File: src/rtl/erc_pkg.sv
package erc_pkg;
   typedef enum logic [1:0] {
      K_OTHER  = 2'd0,
      K_JUMP   = 2'd1,
      K_JREG   = 2'd2,
      K_BRANCH = 2'd3
   } kind_e;

   function automatic logic is_ctrl(input kind_e k);
      return k != K_OTHER;
   endfunction
endpackage

File: src/rtl/erc_redirect_fifo.sv
module erc_redirect_fifo #(
   parameter int W     = 8,
   parameter int DEPTH = 2
) (
   input  logic         clk,
   input  logic         rst_n,
   input  logic         push,
   input  logic [W-1:0] din,
   input  logic         pop,
   output logic         full,
   output logic         nonempty,
   output logic [W-1:0] dout
);
   localparam int CW = $clog2(DEPTH + 1);

   logic [CW-1:0] cnt;
   logic          pop_eff;

   assign pop_eff  = pop && nonempty;
   assign full     = (cnt == CW'(DEPTH));
   assign nonempty = (cnt != '0);

   always_ff @(posedge clk) begin
      if (!rst_n) cnt <= '0;
      else        cnt <= cnt + CW'(push) - CW'(pop_eff);
   end

   generate
      if (DEPTH < 1) begin : g_bad_depth
         $error("redirect queue depth must be at least 1");
      end
      if (DEPTH == 1) begin : g_single
         logic [W-1:0] slot;
         always_ff @(posedge clk) begin
            if (push) slot <= din;
         end
         assign dout = slot;
      end else begin : g_ring
         localparam int PW = $clog2(DEPTH);
         logic [W-1:0]  mem [DEPTH];
         logic [PW-1:0] rd_p, wr_p;
         always_ff @(posedge clk) begin
            if (push) mem[wr_p] <= din;
         end
         always_ff @(posedge clk) begin
            if (!rst_n) begin
               rd_p <= '0;
               wr_p <= '0;
            end else begin
               if (push)    wr_p <= (wr_p == PW'(DEPTH - 1)) ? '0 : wr_p + 1'b1;
               if (pop_eff) rd_p <= (rd_p == PW'(DEPTH - 1)) ? '0 : rd_p + 1'b1;
            end
         end
         assign dout = mem[rd_p];
      end
   endgenerate

   // execute must never push into a full queue
   a_r9_no_overflow: assert property (@(posedge clk) disable iff (!rst_n)
      push |-> !full);
   a_r9_count_bound: assert property (@(posedge clk) disable iff (!rst_n)
      cnt <= CW'(DEPTH));
endmodule

File: src/rtl/erc_fetch.sv
module erc_fetch #(
   parameter int              ADDR_W   = 32,
   parameter logic [ADDR_W-1:0] RESET_PC = '0
) (
   input  logic              clk,
   input  logic              rst_n,
   input  logic              go,
   input  logic [ADDR_W-1:0] pred_npc,
   input  logic              slot_free,
   input  logic              rq_valid,
   input  logic              rq_mis,
   input  logic [ADDR_W-1:0] rq_npc,
   output logic [ADDR_W-1:0] pc,
   output logic              epoch,
   output logic              issue,
   output logic              rq_pop
);
   logic take_mis;

   assign take_mis = rq_valid && rq_mis;
   assign rq_pop   = rq_valid;
   assign issue    = go && slot_free && !take_mis;

   always_ff @(posedge clk) begin
      if (!rst_n) begin
         pc    <= RESET_PC;
         epoch <= 1'b0;
      end else if (take_mis) begin
         pc    <= rq_npc;
         epoch <= ~epoch;
      end else if (issue) begin
         pc    <= pred_npc;
      end
   end

   a_r7_no_issue_on_redirect: assert property (@(posedge clk) disable iff (!rst_n)
      take_mis |-> !issue);
   a_r7_pc_reload: assert property (@(posedge clk) disable iff (!rst_n)
      take_mis |=> pc == $past(rq_npc));
   a_r8_epoch_steady: assert property (@(posedge clk) disable iff (!rst_n)
      !take_mis |=> $stable(epoch));
   a_r3_hold_idle: assert property (@(posedge clk) disable iff (!rst_n)
      (!take_mis && !issue) |=> $stable(pc));
endmodule

File: src/rtl/erc_execute.sv
module erc_execute
   import erc_pkg::*;
#(
   parameter int ADDR_W = 32
) (
   input  logic              clk,
   input  logic              rst_n,
   input  logic              in_issue,
   input  logic [ADDR_W-1:0] in_pc,
   input  logic [ADDR_W-1:0] in_ppc,
   input  logic              in_epoch,
   output logic              slot_free,
   input  logic              ok,
   input  logic [1:0]        kind,
   input  logic [ADDR_W-1:0] npc,
   input  logic              taken,
   input  logic              q_full,
   output logic              q_push,
   output logic [ADDR_W-1:0] hd_pc,
   output logic [ADDR_W-1:0] hd_ppc,
   output logic              hd_match,
   output logic              mis,
   output logic              retire,
   output logic              drop
);
   logic v, tag, ex_epoch, need_rec, deq;

   assign hd_match  = v && (tag == ex_epoch);
   assign mis       = (npc != hd_ppc);
   assign need_rec  = is_ctrl(kind_e'(kind)) || mis;
   assign retire    = hd_match && ok && !(need_rec && q_full);
   assign drop      = v && (tag != ex_epoch);
   assign deq       = retire || drop;
   assign slot_free = !v || deq;
   assign q_push    = retire && need_rec;

   always_ff @(posedge clk) begin
      if (!rst_n) begin
         v        <= 1'b0;
         ex_epoch <= 1'b0;
      end else begin
         if (in_issue)   v <= 1'b1;
         else if (deq)   v <= 1'b0;
         if (retire && mis) ex_epoch <= ~ex_epoch;
      end
   end

   always_ff @(posedge clk) begin
      if (in_issue) begin
         hd_pc  <= in_pc;
         hd_ppc <= in_ppc;
         tag    <= in_epoch;
      end
   end

   a_r4_drop_silent: assert property (@(posedge clk) disable iff (!rst_n)
      drop |-> (!q_push && !retire));
   a_r5_epoch_flip: assert property (@(posedge clk) disable iff (!rst_n)
      (retire && mis) |=> ex_epoch != $past(ex_epoch));
   a_r5_epoch_hold: assert property (@(posedge clk) disable iff (!rst_n)
      !(retire && mis) |=> $stable(ex_epoch));
   a_r2_capture: assert property (@(posedge clk) disable iff (!rst_n)
      in_issue |=> (v && hd_pc == $past(in_pc) && hd_ppc == $past(in_ppc)));
   a_r11_hold: assert property (@(posedge clk) disable iff (!rst_n)
      (v && !deq) |=> (v && $stable(hd_pc)));
   a_r10_one_exit: assert property (@(posedge clk) disable iff (!rst_n)
      $onehot0({retire, drop}));
endmodule

File: src/rtl/epoch_redirect_ctl.sv
module epoch_redirect_ctl #(
   parameter int              ADDR_W   = 32,
   parameter logic [ADDR_W-1:0] RESET_PC = ADDR_W'(32'h100),
   parameter int              QDEPTH   = 2
) (
   input  logic              clk,
   input  logic              rst_n,
   output logic [ADDR_W-1:0] f_pc,
   input  logic [ADDR_W-1:0] f_pred_npc,
   input  logic              f_go,
   output logic              x_valid,
   output logic [ADDR_W-1:0] x_pc,
   output logic [ADDR_W-1:0] x_ppc,
   input  logic              x_ok,
   input  logic [1:0]        x_kind,
   input  logic [ADDR_W-1:0] x_npc,
   input  logic              x_taken,
   output logic              x_retire,
   output logic              x_drop,
   output logic              x_release,
   output logic              u_valid,
   output logic [ADDR_W-1:0] u_pc,
   output logic [ADDR_W-1:0] u_npc,
   output logic              u_taken,
   output logic              u_mispred
);
   localparam int REC_W = 2 * ADDR_W + 2;

   generate
      if (ADDR_W < 3) begin : g_bad_width
         $error("address width must be at least 3");
      end
   endgenerate

   logic              f_epoch, issue, rq_pop, slot_free;
   logic              q_full, q_push, q_nonempty, mis;
   logic [REC_W-1:0]  q_din, q_dout;

   erc_fetch #(.ADDR_W(ADDR_W), .RESET_PC(RESET_PC)) u_fetch (
      .clk(clk), .rst_n(rst_n), .go(f_go), .pred_npc(f_pred_npc),
      .slot_free(slot_free), .rq_valid(q_nonempty), .rq_mis(u_mispred),
      .rq_npc(u_npc), .pc(f_pc), .epoch(f_epoch), .issue(issue),
      .rq_pop(rq_pop)
   );

   erc_execute #(.ADDR_W(ADDR_W)) u_exec (
      .clk(clk), .rst_n(rst_n), .in_issue(issue), .in_pc(f_pc),
      .in_ppc(f_pred_npc), .in_epoch(f_epoch), .slot_free(slot_free),
      .ok(x_ok), .kind(x_kind), .npc(x_npc), .taken(x_taken),
      .q_full(q_full), .q_push(q_push), .hd_pc(x_pc), .hd_ppc(x_ppc),
      .hd_match(x_valid), .mis(mis), .retire(x_retire), .drop(x_drop)
   );

   assign q_din = {x_pc, x_npc, x_taken, mis};

   erc_redirect_fifo #(.W(REC_W), .DEPTH(QDEPTH)) u_rq (
      .clk(clk), .rst_n(rst_n), .push(q_push), .din(q_din), .pop(rq_pop),
      .full(q_full), .nonempty(q_nonempty), .dout(q_dout)
   );

   assign u_valid   = q_nonempty;
   assign u_pc      = q_dout[REC_W-1 -: ADDR_W];
   assign u_npc     = q_dout[ADDR_W+1 -: ADDR_W];
   assign u_taken   = q_dout[1];
   assign u_mispred = q_dout[0];
   assign x_release = x_retire || x_drop;

   // a mispredict record is taken up in the cycle after its push
   a_r7_prompt_consume: assert property (@(posedge clk) disable iff (!rst_n)
      (q_push && !q_nonempty) |=> u_valid);
   a_r1_quiet_after_reset: assert property (@(posedge clk)
      !rst_n |=> (!x_valid && !u_valid));
endmodule

File: config.mk
export PLATFORM = sky130hd
export DESIGN_NAME = epoch_redirect_ctl
export DESIGN_NICKNAME = d
export VERILOG_FILES = /design/src/rtl/erc_pkg.sv /design/src/rtl/erc_redirect_fifo.sv /design/src/rtl/erc_fetch.sv /design/src/rtl/erc_execute.sv /design/src/rtl/epoch_redirect_ctl.sv
export SDC_FILE = /design/constraint.sdc
export NUM_CORES = 1
export LEC_CHECK = 0
export ABC_AREA = 1
export BUFFER_PORTS_ARGS = -buffer_cell sky130_fd_sc_hd__buf_2
export CORE_AREA = 2 2 130 132
export CTS_CLUSTER_DIAMETER = 80
export DETAILED_ROUTE_END_ITERATION = 6
export DIE_AREA = 0 0 132 134
export GPL_ROUTABILITY_DRIVEN = 0
export PLACE_DENSITY = 0.81
export SKIP_CTS_REPAIR_TIMING = 1
export SYNTH_ARGS = -nofsm -noshare
export SYNTH_HDL_FRONTEND = slang
export SYNTH_SLANG_ARGS = --single-unit
File: constraint.sdc
create_clock -name clk -period 9.27 [get_ports clk]
set_clock_uncertainty 0.1 [all_clocks]
set_input_delay 1.3905 -clock clk [delete_from_list [all_inputs] [get_ports clk]]
set_output_delay 1.3905 -clock clk [all_outputs]
set_load 0.01 [all_outputs]
# Yosys cells after proc, flatten, opt, wreduce, memory -nomap -nowiden
# Memory sizes are Yosys's and may differ from the RTL's. A register that Yosys moved wholly into a read port is not among the register bits.
# Index checks and enable logic that the tools add are counted.
[word_totals]
ramBits = 132
word_cells = 51
n_memories = 1
reg_bits = 104
[mem_list]
columns = ["name", "words", "word_bits", "read_ports", "rd_ports_with_merged_regs", "write_ports", "line", "source"]
rows = [
  ["u_rq.g_ring.mem", 2, 66, 1, 1, 1, "erc_redirect_fifo.sv:40", "logic [W-1:0] mem [DEPTH];"],
]
[op_classes]
bitwise_logic = 2
n_eq_ne = 4
add_sub_neg = 4
n_mux = 10
reduce_logical = 20
[ops]
columns = ["cell", "n"]
rows = [
  ["32-bit 2-to-1 mux", 2],
  ["32-bit inequality test", 1],
  ["1-bit logical AND", 10],
  ["1-bit 2-to-1 mux", 8],
  ["2-bit nonzero test", 4],
  ["1-bit logical NOT", 3],
  ["1-bit logical OR", 3],
  ["1-bit adder, second input constant", 2],
  ["2-bit by 1-bit adder with 2-bit output", 1],
  ["2-bit equality test, second input constant", 1],
  ["1-bit inverter", 2],
  ["2-bit by 1-bit subtractor with 2-bit output", 1],
  ["1-bit equality test", 1],
  ["1-bit inequality test", 1],
]

# Longest topological paths before layout
[logic_depth]
word_depth = 11
ltp_mapped = 16
depth_no_buf = 15

# Cells and area by module
# Synthesis repeated with hierarchy kept, for this count alone.
[unflattened]
hier_cells = 759
hier_area_um2 = 9684.3
[by_module_without_submodules]
columns = ["mod", "seq_area_each_um2", "area_each_um2", "n_inst", "cells_each"]
rows = [
  ["erc_redirect_fifo", 4063.9, 5165.0, 1, 242],
  ["erc_execute", 1991.9, 2617.5, 1, 199],
  ["erc_fetch", 660.6, 1890.6, 1, 315],
  ["epoch_redirect_ctl", 0.0, 11.3, 1, 3],
]

# Least setup slack after synthesis
# OpenSTA, ideal clock, no wires.
[synth_path]
kind = "input -> register"
startpoint = "input x_npc[2]"
endpoint = "memory u_rq.g_ring.mem[0][0] in the netlist's numbering (enable)"
setup_time_ps = 490
slack_ps = 3621
arrival_ps = 5059
path_buffers = 0
stages = 13
path_cell_list = "inv_1 nand2_1 nand2_1 nand2_1 nor2_1 nand2_1 nor2_2 nand3_2 nand2_1 nand2_1 inv_1 nand2_1 nor2_1"
[synth_between]
elab_chain_cells = 8
[synth_rtl]
columns = ["element", "line", "source"]
rows = [
  ["start, declared", "epoch_redirect_ctl.sv:16", "input logic [ADDR_W-1:0] x_npc,"],
  ["32-bit inequality test", "erc_execute.sv:29", "assign mis = (npc != hd_ppc);"],
  ["1-bit logical OR", "erc_execute.sv:30", "assign need_rec = is_ctrl(kind_e'(kind)) || mis;"],
  ["1-bit logical AND", "erc_execute.sv:31", "assign retire = hd_match && ok && !(need_rec && q_full);"],
  ["1-bit logical NOT", "erc_execute.sv:31", ""],
  ["1-bit logical AND", "erc_execute.sv:31", ""],
  ["named net x_retire", "epoch_redirect_ctl.sv:18", "output logic x_retire,"],
  ["1-bit logical AND", "erc_execute.sv:35", "assign q_push = retire && need_rec;"],
  ["1-bit 2-to-1 mux", "erc_redirect_fifo.sv:43", "if (push) mem[wr_p] <= din;"],
  ["1-bit 2-to-1 mux (not written as such)", "erc_redirect_fifo.sv:43", ""],
  ["end, declared", "erc_redirect_fifo.sv:40", ""],
]
# The timed path passes the listed nets, and every way through them passes these cells.

# Worst setup path after layout
[layout_path]
startpoint = "input x_npc[8]"
endpoint = "register u_exec.hd_ppc[9] (enable)"
[layout_between]
elab_chain_cells = 9
[layout_rtl]
columns = ["element", "line", "source"]
rows = [
  ["32-bit inequality test", "erc_execute.sv:29", ""],
  ["1-bit logical OR", "erc_execute.sv:30", ""],
  ["1-bit logical AND", "erc_execute.sv:31", ""],
  ["1-bit logical NOT", "erc_execute.sv:31", ""],
  ["1-bit logical AND", "erc_execute.sv:31", ""],
  ["1-bit logical OR", "erc_execute.sv:33", "assign deq = retire || drop;"],
  ["1-bit logical OR", "erc_execute.sv:34", "assign slot_free = !v || deq;"],
  ["1-bit logical AND (2 in a row)", "erc_fetch.sv:22", "assign issue = go && slot_free && !take_mis;"],
  ["named net issue", "epoch_redirect_ctl.sv:35", "logic f_epoch, issue, rq_pop, slot_free;"],
  ["end signal, assigned", "erc_execute.sv:51", "hd_ppc <= in_ppc;"],
  ["end, declared", "erc_execute.sv:20", "output logic [ADDR_W-1:0] hd_ppc,"],
]
# The timed path passes the listed nets, and every way through them passes these cells.
# A chain may end at the register's enable or synchronous reset.

==> results.py <==
metrics = {
    "synthesis": {
        "synth_area_per_cell_sq_um": 13.6,
        "seq_area_frac_synth_pct": 73.6,
        "ys_ff_latch": 237,
        "syn_nets": 744,
        "ys_warn_count": 0,
        "syn_inst": 673,
        "synth_cell_type_count": 20,
        "synthesis.area_sq_um": 9120,
    },
    "pwr": {
        "p_int_mw": 1.94,
        "p_clk_share_pct": 41.4,
        "power.density_nw_per_um2": 219,
        "p_leak_nw": 4.65,
        "swShare_pct": 22.2,
        "p_seq_share_pct": 50.1,
        "p_sw_mw": 0.552,
        "ir_worst_vdd_v": 0.000174,
        "combPwrFrac_pct": 8.5,
    },
    "timing": {
        "slew_headroom_pct": 20.6,
        "final.setup.tns_ns": 0,
        "fmax_mhz": 228,
        "report.final.slew_viol_count": 0,
        "hold_ws_ns": 0.351,
        "finalHoldViolCount": 0,
        "rsz0062_at_grt": "false",
        "finalSetupViolations": 0,
        "worstMarginPinSlew_ns": 1.19,
        "period_share_pct": 47.2,
        "period_minus_slack_ns": 4.38,
    },
    "clocking": {
        "cts_buffers": 24,
        "cts_max_path_buffers": 3,
        "clock_latency_ns": 0.51,
        "cts.clk_slew.worst_paths_ns": 0.06,
        "cts_tree": "done",
        "clockRootBuffer": "clkbuf_16",
        "clock_sinks": 237,
        "htreeDepth": 1,
    },
    "status": {
        "status": "completed",
    },
    "worst_setup_path": {
        "path_cells": "buf_2 -> xnor2_1 -> nand2_1 -> nor2_1 -> nand2_1 -> nor2_2 -> nand3_2 -> nand2_1 -> nand2_1 -> nand2_2 -> nand2_4 -> nor2_4 -> buf_4",
        "critPathMostFrequentCell": "nand2_1",
        "crit_family": "simple AND/OR/NAND/NOR gates",
        "end_kind": "flip-flop",
        "critPathKind": "primary input to flip-flop",
        "critical-path-max-stage-delay_ns": 0.86,
        "path_max_fanout": 35,
        "arrival_ns": 4.42,
        "crit_slowest_cell": "nor2_4",
        "crit_path_start_kind": "primary input",
        "cp.required_ns": 9.31,
        "critical_path_buf_inv_count": 2,
    },
    "routing": {
        "wire_per_inst_um": 18.8,
        "finalWirelength_um": 21700,
        "drc": 0,
        "vias": 6002,
        "drt-initial-drc-count": 414,
        "drt-pass1-iter-count": 5,
        "postRouteAntennaNets": 0,
        "via_per_inst": 5.21,
    },
    "die": {
        "rows": 47,
        "core_region_area_sq_um": 16300,
        "io_pins": 238,
        "fp.dieW_um": 132,
        "initial_core_util_pct": 56.0,
        "dieArea_sq_um": 17700,
        "die_y_um": 134,
    },
    "hold_path": {
        "min_path_type": "flip-flop to flip-flop",
    },
    "grt": {
        "grt_antenna_before_repair": 0,
        "use_met2_pct": 39.6,
        "busiest_layer": "met2",
        "grt_pass1_vias": 5895,
        "grt.met3_usage_pct": 4.65,
        "overflow": 0,
        "grt_max_degree": 67,
        "grt_pass1_wl_um": 33000,
        "grt_use_total_pct": 24.2,
        "grt_use_met1_pct": 33.2,
    },
    "flow_run": {
        "maxCapViolations": 0,
    },
    "placed_design": {
        "io_buffers": 237,
        "dp_hpwl_um": 14400,
    },
    "finish": {
        "diodes": 0,
        "fin_nets": 986,
        "drive_gt1_share_pct": 38.0,
        "area_delta_synth_final_pct": 24.6,
    },
}
==> metal layers <==
| metal | share of wire (%) | up-vias | wire, um |
|---|---|---|---|
| li1 | - | 2825 | - |
| met1 | 41 | 2859 | 8970 |
| met2 | 48 | 270 | 10500 |
| met3 | 7.2 | 48 | 1550 |
| met4 | 3.1 | 0 | 682 |
| met5 | 0 | - | 0 |
==> stage by stage <==
stage / util (%) / instances / setup slack [ns] / total power, mW / area (sq um)
2_1_floorplan: - / 673 / 3.62 / 1.38 / 9120
3_3_place_gp: 64.6 / 1109 / 4.50 / 1.47 / 10500
3_5_place_dp: 64.6 / 1109 / 4.40 / 1.48 / 10500
4_1_cts: 69.8 / 1153 / 4.90 / 2.50 / 11400
5_1_grt: 69.8 / 1153 / 4.61 / 2.57 / 11400
6_report: 69.8 / 1153 / 4.89 / 2.49 / 11400
==> sequential cells by signal (all words and copies together), names as in the netlist, named ones only <==
register / count
u_rq.g_ring.mem: 132
u_exec.hd_pc: 32
u_exec.hd_ppc: 32
u_fetch.pc: 32
u_rq.cnt: 2
u_exec.ex_epoch: 1
u_exec.tag: 1
u_exec.v: 1
u_fetch.epoch: 1
u_rq.g_ring.rd_p: 1
u_rq.g_ring.wr_p: 1
==> cell usage after synthesis <==
library cell,n,area share (%)
buf_1,3,0.12
mux2_2,66,8.1
nand2_4,2,0.25
nand2_2,1,0.069
o21ai_0,6,0.33
nand2_1,189,7.8
nand3b_1,1,0.082
edfxtp_1,197,65
a21oi_1,37,2.0
clkbuf_1,7,0.29
buf_6,3,0.37
nand3_1,32,1.8
clkinv_1,1,0.041
xnor2_1,22,2.1
dfxtp_1,40,8.8
nand3_2,1,0.11
nor2_1,18,0.74
inv_1,32,1.3
nor2_2,2,0.14
buf_2,13,0.71
==> cells by family (layout without fill, tap and decap cells) <==
family / after synthesis / after routing / share of synthesized area, %
flops: 237 / 237 / 73.6
simple gates: 246 / 246 / 10.9
mux: 66 / 66 / 8.15
compound gates: 43 / 43 / 2.36
buf+inv: 59 / 319 / 2.85
xor+xnor: 22 / 22 / 2.11
==> worst reg2reg max path: stages (launching register included) <==
cell      delay, ns
edfxtp_1       0.39
xnor2_1        0.40
nand2_1        0.10
nor2_1         0.12
nand2_1        0.07
nor2_2         0.11
nand3_2        0.13
nand2_1        0.09
nand2_1        0.09
nand2_2        0.10
nand2_4        0.26
nor2_4         0.87
buf_4          0.58
==> power by group through the flow <==
stage / logic [mW] / registers, mW / clock network (mW)
after floorplan: 0.0989 / 1.28 / 0
after global placement: 0.207 / 1.27 / 0
after detailed placement: 0.211 / 1.27 / 0
after CTS: 0.213 / 1.25 / 1.04
after global routing: 0.230 / 1.25 / 1.08
final: 0.211 / 1.25 / 1.03
==> worst paths after layout <==
kind,depth (start not counted),slack (ns),from,to
max,13,4.89,x_npc[8],u_exec.hd_ppc[9]$_DFFE_PP_
max reg2reg,12,5.47,u_exec.hd_ppc[8]$_DFFE_PP_,u_exec.hd_ppc[9]$_DFFE_PP_
min,1,0.35,u_fetch.epoch$_SDFFE_PN0P_,u_fetch.epoch$_SDFFE_PN0P_
min reg2reg,1,0.35,u_fetch.epoch$_SDFFE_PN0P_,u_fetch.epoch$_SDFFE_PN0P_
==> cell type report <==
| type | instances | area, sq um |
|---|---|---|
| Sequential cell | 237 | 6720 |
| Fill cell | 1167 | 4920 |
| Multi-Input combinational cell | 377 | 2170 |
| Timing Repair Buffer | 242 | 1220 |
| Clock buffer | 31 | 658 |
| Tap cell | 220 | 275 |
| Clock inverter | 13 | 198 |
| Inverter | 33 | 124 |
==> cell usage in the layout (no fill, tap or decap), drive strengths merged <==
cell type  instances
nor2              20
inv               32
a21oi             37
nand2            192
clkbuf            31
bufinv             5
clkinv             9
edfxtp           197
mux2              66
o21ai              6
buf              242
dfxtp             40
nand3b             1
nand3             33
xnor2             22
Power figures use the tool's default switching activity.
